### src/rtl/xcvr_pkg.sv
package xcvr_pkg;

  typedef struct packed {
    logic en_n;
    logic load_n;
    logic drive_n;
  } xcvr_ctl_t;

  function automatic logic ctl_transparent(xcvr_ctl_t c);
    return !c.en_n && !c.load_n;
  endfunction

  function automatic logic ctl_driving(xcvr_ctl_t c);
    return !c.en_n && !c.drive_n;
  endfunction

endpackage

### src/rtl/xcvr_store_bank.sv
module xcvr_store_bank #(
  parameter int W         = 8,
  parameter bit HAS_RESET = 1'b1
) (
  input  logic         clk,
  input  logic         rst_n,
  input  logic         capture,
  input  logic [W-1:0] src,
  output logic [W-1:0] held
);

  for (genvar i = 0; i < W; i++) begin : g_bit
    if (HAS_RESET) begin : g_rst
      always_ff @(posedge clk) begin
        if (!rst_n)       held[i] <= 1'b0;
        else if (capture) held[i] <= src[i];
      end
    end else begin : g_norst
      always_ff @(posedge clk) begin
        if (capture) held[i] <= src[i];
      end
    end
  end

endmodule

### src/rtl/xcvr_drive_stage.sv
module xcvr_drive_stage #(
  parameter int W = 8
) (
  input  logic         pass,
  input  logic         drive,
  input  logic [W-1:0] live,
  input  logic [W-1:0] held,
  output logic [W-1:0] dst_out,
  output logic [W-1:0] dst_oe
);

  logic [W-1:0] view;

  always_comb begin
    view    = pass ? live : held;
    dst_out = drive ? view : '0;
    dst_oe  = {W{drive}};
  end

endmodule

### src/rtl/xcvr_lane.sv
module xcvr_lane
  import xcvr_pkg::*;
#(
  parameter int W         = 8,
  parameter bit HAS_RESET = 1'b1
) (
  input  logic         clk,
  input  logic         rst_n,
  input  xcvr_ctl_t    ctl,
  input  logic [W-1:0] src,
  output logic [W-1:0] dst_out,
  output logic [W-1:0] dst_oe,
  output logic         driving
);

  logic         pass;
  logic [W-1:0] held;

  assign pass    = ctl_transparent(ctl);
  assign driving = ctl_driving(ctl);

  xcvr_store_bank #(.W(W), .HAS_RESET(HAS_RESET)) i_bank (
    .clk     (clk),
    .rst_n   (rst_n),
    .capture (pass),
    .src     (src),
    .held    (held)
  );

  xcvr_drive_stage #(.W(W)) i_drive (
    .pass    (pass),
    .drive   (driving),
    .live    (src),
    .held    (held),
    .dst_out (dst_out),
    .dst_oe  (dst_oe)
  );

endmodule

### src/rtl/xcvr_latched_bidir.sv
module xcvr_latched_bidir
  import xcvr_pkg::*;
#(
  parameter int W         = 8,
  parameter bit HAS_RESET = 1'b1
) (
  input  logic         clk,
  input  logic         rst_n,
  input  logic         ab_en_n,
  input  logic         ab_load_n,
  input  logic         ab_drive_n,
  input  logic         ba_en_n,
  input  logic         ba_load_n,
  input  logic         ba_drive_n,
  input  logic [W-1:0] a_in,
  output logic [W-1:0] a_out,
  output logic [W-1:0] a_oe,
  input  logic [W-1:0] b_in,
  output logic [W-1:0] b_out,
  output logic [W-1:0] b_oe,
  output logic         clash
);

  localparam int NDIR = 2;

  xcvr_ctl_t    ctl   [NDIR];
  logic [W-1:0] src   [NDIR];
  logic [W-1:0] dout  [NDIR];
  logic [W-1:0] doe   [NDIR];
  logic [NDIR-1:0] drv;

  // index 0: A toward B, index 1: B toward A
  assign ctl[0] = '{en_n: ab_en_n, load_n: ab_load_n, drive_n: ab_drive_n};
  assign ctl[1] = '{en_n: ba_en_n, load_n: ba_load_n, drive_n: ba_drive_n};
  assign src[0] = a_in;
  assign src[1] = b_in;

  for (genvar d = 0; d < NDIR; d++) begin : g_dir
    xcvr_lane #(.W(W), .HAS_RESET(HAS_RESET)) i_lane (
      .clk     (clk),
      .rst_n   (rst_n),
      .ctl     (ctl[d]),
      .src     (src[d]),
      .dst_out (dout[d]),
      .dst_oe  (doe[d]),
      .driving (drv[d])
    );
  end

  assign b_out = dout[0];
  assign b_oe  = doe[0];
  assign a_out = dout[1];
  assign a_oe  = doe[1];
  assign clash = &drv;

endmodule

### config.mk
export PLATFORM = sky130hd
export DESIGN_NAME = xcvr_latched_bidir
export DESIGN_NICKNAME = d
export VERILOG_FILES = /design/src/rtl/xcvr_pkg.sv /design/src/rtl/xcvr_store_bank.sv /design/src/rtl/xcvr_drive_stage.sv /design/src/rtl/xcvr_lane.sv /design/src/rtl/xcvr_latched_bidir.sv
export SDC_FILE = /design/constraint.sdc
export NUM_CORES = 1
export LEC_CHECK = 0
export BUFFER_PORTS_ARGS = -buffer_cell sky130_fd_sc_hd__buf_2
export CAP_MARGIN = 10
export CELL_PAD_IN_SITES_DETAIL_PLACEMENT = 0
export CELL_PAD_IN_SITES_GLOBAL_PLACEMENT = 1
export CORE_UTILIZATION = 28
export CTS_CLUSTER_SIZE = 24
export DETAILED_ROUTE_END_ITERATION = 16
export MAX_ROUTING_LAYER = met4
export PLACE_DENSITY = 0.72
export RECOVER_POWER = 100
export SYNTH_ARGS = -nofsm -noshare
export SYNTH_HDL_FRONTEND = slang
export SYNTH_HIERARCHICAL = 1
export SYNTH_SLANG_ARGS = --single-unit
export TNS_END_PERCENT = 5
### constraint.sdc
create_clock -name clk -period 1.15 [get_ports clk]
set_clock_uncertainty 0.15 [all_clocks]
set_input_delay 0.1725 -clock clk [delete_from_list [all_inputs] [get_ports clk]]
set_output_delay 0.1725 -clock clk [all_outputs]
set_load 0.005 [all_outputs]
==> results of run 1 <==
[metal layers]
layer | up-vias | GRT usage, % | routed length (um)
met3 | 0 | 2.007 | 148
li1 | 440 | - | -
met1 | 371 | 12.58 | 890
met2 | 41 | 18.48 | 985
met4 | 0 | 3.488 | 0
met5 | - | - | 0
[worst paths after layout]
kind / end
worst max register to register: g_dir[0].i_lane/i_bank/held[2]$_SDFFE_PN0P_
worst max-delay path: b_out[1]
worst min register to register: g_dir[0].i_lane/i_bank/held[7]$_SDFFE_PN0P_
worst min-delay path: g_dir[1].i_lane/i_bank/held[1]$_SDFFE_PN0P_
[kinds of logic after synthesis]
logic type    count (synthesis)  share of synthesized area [%]
flops                        16                          31.18
simple gates                 37                          21.56
mux                          32                          31.18
buf+inv                      20                          16.08
[placed cells by master (no fill, tap or decap), types with 2 or more instances in the layout]
cell type	count
buf_2	52
mux2i_1	32
nor2b_1	32
dfxtp_1	10
buf_4	8
buf_6	8
dfxtp_2	6
clkbuf_4	3
nor2_4	3
buf_12	2
[cell type report]
| type | instances | area (um^2) |
|---|---|---|
| Tap cell | 46 | 57.56 |
| Timing Repair Buffer | 71 | 475.5 |
| Sequential cell | 16 | 327.8 |
| Clock buffer | 4 | 36.28 |
| Multi-Input combinational cell | 69 | 566.8 |
| Fill cell | 357 | 1952 |
[worst register-to-register path, stage by stage (launching register included)]
cell	delay, ns
dfxtp_2	0.33
mux2i_1	0.13
nor2b_1	0.06
[timing repair]
action / CTS / global route
hold buffers: 0 / 0
gates resized for setup: 11 / 9
buffers inserted: 2 / 0
setup endpoints to repair: 17 / 23
hold endpoints to repair: 0 / 0
gates cloned: 1 / 0
pin swaps: 2 / 1
[synth_stat cells]
library cell	count
and2_1	1
nor2b_1	32
dfxtp_1	16
mux2i_1	32
nor2_1	4
buf_6	4
buf_4	16
[power groups by stage]
| stage | Combinational [mW] | Clock (mW) | Sequential, mW |
|---|---|---|---|
| after detailed placement | 0.295 | 0 | 0.608 |
| after CTS | 0.332 | 0.388 | 0.595 |
| after floorplan | 0.195 | 0 | 0.603 |
| after global routing | 0.359 | 0.409 | 0.600 |
| final | 0.329 | 0.367 | 0.596 |
| after global placement | 0.289 | 0 | 0.605 |
[stage by stage]
stage	total power, mW	std cells	setup TNS (ns)
floorplan	0.7988	105	-0.5081
CTS	1.314	206	-2.010
global route	1.368	206	-2.547
global placement	0.8943	199	-2.650
finish	1.292	206	-1.571
detailed placement	0.9023	199	-3.353
==> qor.txt, run 1 <==
post-synthesis cell type count -> 7
clock network fraction of total power -> 28.4%
RePlAce Congestion -> 0.6904
first-pass GRT wire length -> 3339 um
Max Cap Viol -> 0
cell internal pwr -> 0.9722 mW
Worst Hold Class -> input pin to flip-flop
total vias in the final route -> 852
final wirelength -> 2024 um
Sinks on Clock Net -> 16
Max Root-Sink Buffers -> 2
design area -> 1464 um^2
GRT Util Overall -> 10.77%
Flop pwr share -> 46.1%
RSZ-0062 raised after global routing -> yes
switching part of the total -> 24.76%
PD cells -> 882.6 nW/um^2
P_leak -> 0.6852 nW
CP Max Fanout -> 2
delay-heaviest family, CP -> flip-flops
post-synthesis net count -> 129
final worst slack -> -0.1133 ns
max-slew headroom at the worst pin -> 84.86%
Reg2Reg Setup Slack -> 0.37 ns
Max H-tree Level -> 1
Synth area leader -> dfxtp_1
setup violators final -> 16
io pins -> 57
Reg2Reg Launch Point -> g_dir[0].i_lane/i_bank/held[2]$_SDFFE_PN0P_
Largest regs -> g_dir.i_lane/i_bank/held: 16 flops
Worst-Margin Slew -> 0.2271 ns
worst path cell trace -> mux2i_1 -> nor2b_1 -> buf_2
share of post-route cells with drive strength above 1 -> 53.13%
Root Driver -> clkbuf_4
Die Ht -> 62.57 um
Peak supply drop -> 0.4979 mV
outcome -> finished, violations left
worst skew pair latency -> 0.28 ns
final hold viol count -> 0
average vias per placed instance -> 4.136
CTS buffer count -> 3
failing checks -> negative setup slack
DRC errors left -> 0
critical path type -> flip-flop to primary output
Worst path slowest cell -> dfxtp_2
crit start category -> flip-flop
WP buf/inv -> 1
worst hold path depth -> 3
syn avg cell area -> 9.783 um^2
cells after synthesis -> 105
fin crit share -> 109.9%
Place WS -> -0.2117 ns
largest net degree at the start of global routing -> 18
combinational fraction of design power -> 25.5%
slowest stage delay, CP -> 0.33 ns
Wirelength per Cell -> 9.825 um
nets -> 185
Stages on worst setup path -> 3
post-layout min period -> 1.263 ns
CTS tree -> yes
CP Capture Type -> primary output
Chip Width -> 62.57 um
TritonRoute pass-1 iters -> 2
top-area cell type share of the netlist area -> 31.18%
row count -> 21
initial antenna violation count -> 0
Synth Register Bits -> 16
Hold WS -> 0.01140 ns
Layout area overhead -> 42.51%
Remaining Overflow, GRT -> 0
vias in the first global route -> 779
Core Box Area -> 3416 um^2
port bufs -> 56
sequential cell area fraction in the yosys report -> 31.18%
die area -> 3915 um^2
placed cell area -> 1323 um^2
diodes inserted -> 0
YS warnings -> 6
HPWL Detailed -> 1538 um
ANT nets after route -> 0
clk slew on worst S/H paths -> 0.09 ns
starting density of the core -> 30.07%
critical path required time -> 0.83 ns
final core occ -> 42.86%
Hold Startpoint -> b_in[1]
Worst Setup SP -> g_dir[0].i_lane/i_bank/held[1]$_SDFFE_PN0P_
largest cells by area after synthesis -> dfxtp_1, mux2i_1, nor2b_1, buf_4, buf_6
max reg flops -> 16
Slew Limit Fails -> 0
synthesized area -> 1027 um^2
worst reg2reg path depth -> 2
Biggest register -> g_dir.i_lane/i_bank/held
FMAX -> 791.6 MHz
Critical Path AT -> 0.94 ns
Net Sw Power -> 0.3199 mW
DR iter-0 viols -> 3
(Power assumes the default switching activity.)
==> run 2, diff against run 1 <==
==> constraint.sdc (replaced) <==
create_clock -name clk -period 1.15 [get_ports clk]
set_clock_uncertainty 0.15 [all_clocks]
set_input_delay 0.1725 -clock clk [delete_from_list [all_inputs] [get_ports clk]]
set_output_delay 0.1725 -clock clk [all_outputs]
set_load 0.02 [all_outputs]
==> run 2 against run 1 <==
  * Design area up 1.1%
  * First-iteration DRC count rose by 33%
  * Die area stayed put
  * The flow still finishes with violations (negative setup slack)
  * Clock-buffer cell count is 1 lower
  * Worst hold slack gained 0.011 ns
  * Critical endpoint is now a_out[0]
  * Cell count increased by 0.49%
  * Worst setup slack got worse by 0.034 ns
  * Total power decreased by 2.2%
  * Critical path depth did not move
  * Largest power group unchanged
==> qor.txt, run 2 (same netlist as run 1, synthesis figures left out) <==
Largest regs -> g_dir.i_lane/i_bank/held: 16 flops
initial antenna violation count -> 0
critical path type -> flip-flop to primary output
failing checks -> negative setup slack
row count -> 21
share of post-route cells with drive strength above 1 -> 55.90%
vias in the first global route -> 818
Core Box Area -> 3416 um^2
clock network fraction of total power -> 21.8%
clk slew on worst S/H paths -> 0.09 ns
first-pass GRT wire length -> 3450 um
Peak supply drop -> 0.6703 mV
Worst path slowest cell -> dfxtp_2
Root Driver -> clkbuf_4
Remaining Overflow, GRT -> 0
largest net degree at the start of global routing -> 17
Stages on worst setup path -> 3
area of the multi-input gates -> 573.1 um^2
worst skew pair latency -> 0.27 ns
P_leak -> 0.6569 nW
Die Ht -> 62.57 um
RePlAce Congestion -> 0.7339
CTS tree -> yes
cell internal pwr -> 0.9079 mW
io pins -> 57
DR iter-0 viols -> 4
port bufs -> 56
CTS buffer count -> 3
Sinks on Clock Net -> 16
Max Root-Sink Buffers -> 2
TritonRoute pass-1 iters -> 2
Inst Count DP -> 203
Max H-tree Level -> 1
Net Sw Power -> 0.3560 mW
Worst-Margin Slew -> 0.2247 ns
slowest stage delay, CP -> 0.33 ns
HPWL Detailed -> 1621 um
switching part of the total -> 28.17%
final wirelength -> 2102 um
Slew Limit Fails -> 0
critical path required time -> 0.83 ns
Biggest register -> g_dir.i_lane/i_bank/held
Flop pwr share -> 47.3%
worst path cell trace -> mux2i_2 -> nor2b_2 -> buf_2
max-slew headroom at the worst pin -> 85.02%
fin crit share -> 112.8%
Wirelength per Cell -> 10.15 um
delay-heaviest family, CP -> flip-flops
outcome -> finished, violations left
nets -> 187
worst hold path depth -> 3
starting density of the core -> 30.07%
WP buf/inv -> 1
final worst slack -> -0.1475 ns
crit start category -> flip-flop
commonest non-fill, non-tap cells in the layout -> buf_4, mux2i_1, nor2b_1
max reg flops -> 16
Chip Width -> 62.57 um
Worst Hold Class -> input pin to flip-flop
Max Cap Viol -> 0
CP Max Fanout -> 2
Critical Path AT -> 0.97 ns
CP Capture Type -> primary output
final core occ -> 43.33%
post-layout min period -> 1.297 ns
register area -> 337.8 um^2
setup violators final -> 20
FMAX -> 770.7 MHz
fin cells -> 207
average vias per placed instance -> 4.145
diodes inserted -> 0
ANT nets after route -> 0
RSZ-0062 raised after global routing -> yes
most common cell after layout, fill and taps aside -> buf_4
PD cells -> 853.9 nW/um^2
combinational fraction of design power -> 30.8%
DRC errors left -> 0
final hold viol count -> 0
fillers -> 345
worst reg2reg path depth -> 2
die area -> 3915 um^2
Layout area overhead -> 44.09%
GRT Util Overall -> 11.12%
total vias in the final route -> 858
run 2: cell types whose count changed in the layout (fill, tap and decap cells not counted), moves of 5 or more:
cell      before  now
buf_4          8   35
buf_6          8    3
clkbuf_1       0    6
dfxtp_2        6   14
dfxtp_1       10    2
buf_2         52   27
run 2: tightest hold or removal path: cells and delay by family:
kind | cells | cell delay [ns]
buf+inv | 1 | 0.09
simple gates | 1 | 0.09
mux | 1 | 0.06
run 2: final timing paths:
check                                                                    to  slack (ns)                                   startpoint
worst max-delay path                                               a_out[0]       -0.15  g_dir[1].i_lane/i_bank/held[0]$_SDFFE_PN0P_
worst min-delay path            g_dir[1].i_lane/i_bank/held[1]$_SDFFE_PN0P_        0.02                                      b_in[1]
worst max register to register  g_dir[1].i_lane/i_bank/held[0]$_SDFFE_PN0P_        0.34  g_dir[1].i_lane/i_bank/held[0]$_SDFFE_PN0P_
worst min register to register  g_dir[1].i_lane/i_bank/held[6]$_SDFFE_PN0P_        0.36  g_dir[1].i_lane/i_bank/held[6]$_SDFFE_PN0P_
run 2: per-layer routing:
metal,vias to the layer above,global-route usage (%),wire (um)
met4,0,3.488,20
met2,20,20.52,1156
met5,-,-,0
li1,443,-,-
met3,2,2.372,71
met1,393,11.69,853
run 2: layout make-up:
class,instances,share of cell area [%]
clock buffers,3,1.522
well taps,46,3.888
flip-flops and latches,16,22.82
repair buffers,73,33.05
multi-input cells,69,38.72
run 2: per-stage QoR:
step	area (um^2)	power (mW)	hold WS, ns	TNS [ns]	setup WS [ns]
CTS	1441	1.279	0.01172	-2.762	-0.1728
finish	1480	1.264	0.02277	-2.025	-0.1475
global placement	1343	0.9558	0.2989	-3.712	-0.2059
floorplan	1035	0.8554	0.1507	-1.207	-0.08046
global route	1480	1.340	0.01847	-3.538	-0.2061
detailed placement	1343	0.9641	0.3084	-4.684	-0.2359
run 2: timing repair:
| item | CTS | global route |
|---|---|---|
| gates resized for setup | 26 | 27 |
| endpoints found under the setup margin | 33 | 33 |
| setup buffers | 0 | 0 |
| gates cloned | 1 | 0 |
| pin swaps | 1 | 1 |
| hold buffers | 0 | 0 |
run 2: power by group through the flow:
stage | registers (mW) | clock network (mW) | logic, mW
floorplan | 0.603 | 0 | 0.252
global route | 0.603 | 0.315 | 0.421
global placement | 0.606 | 0 | 0.350
CTS | 0.595 | 0.299 | 0.385
detailed placement | 0.607 | 0 | 0.357
finish | 0.598 | 0.276 | 0.390
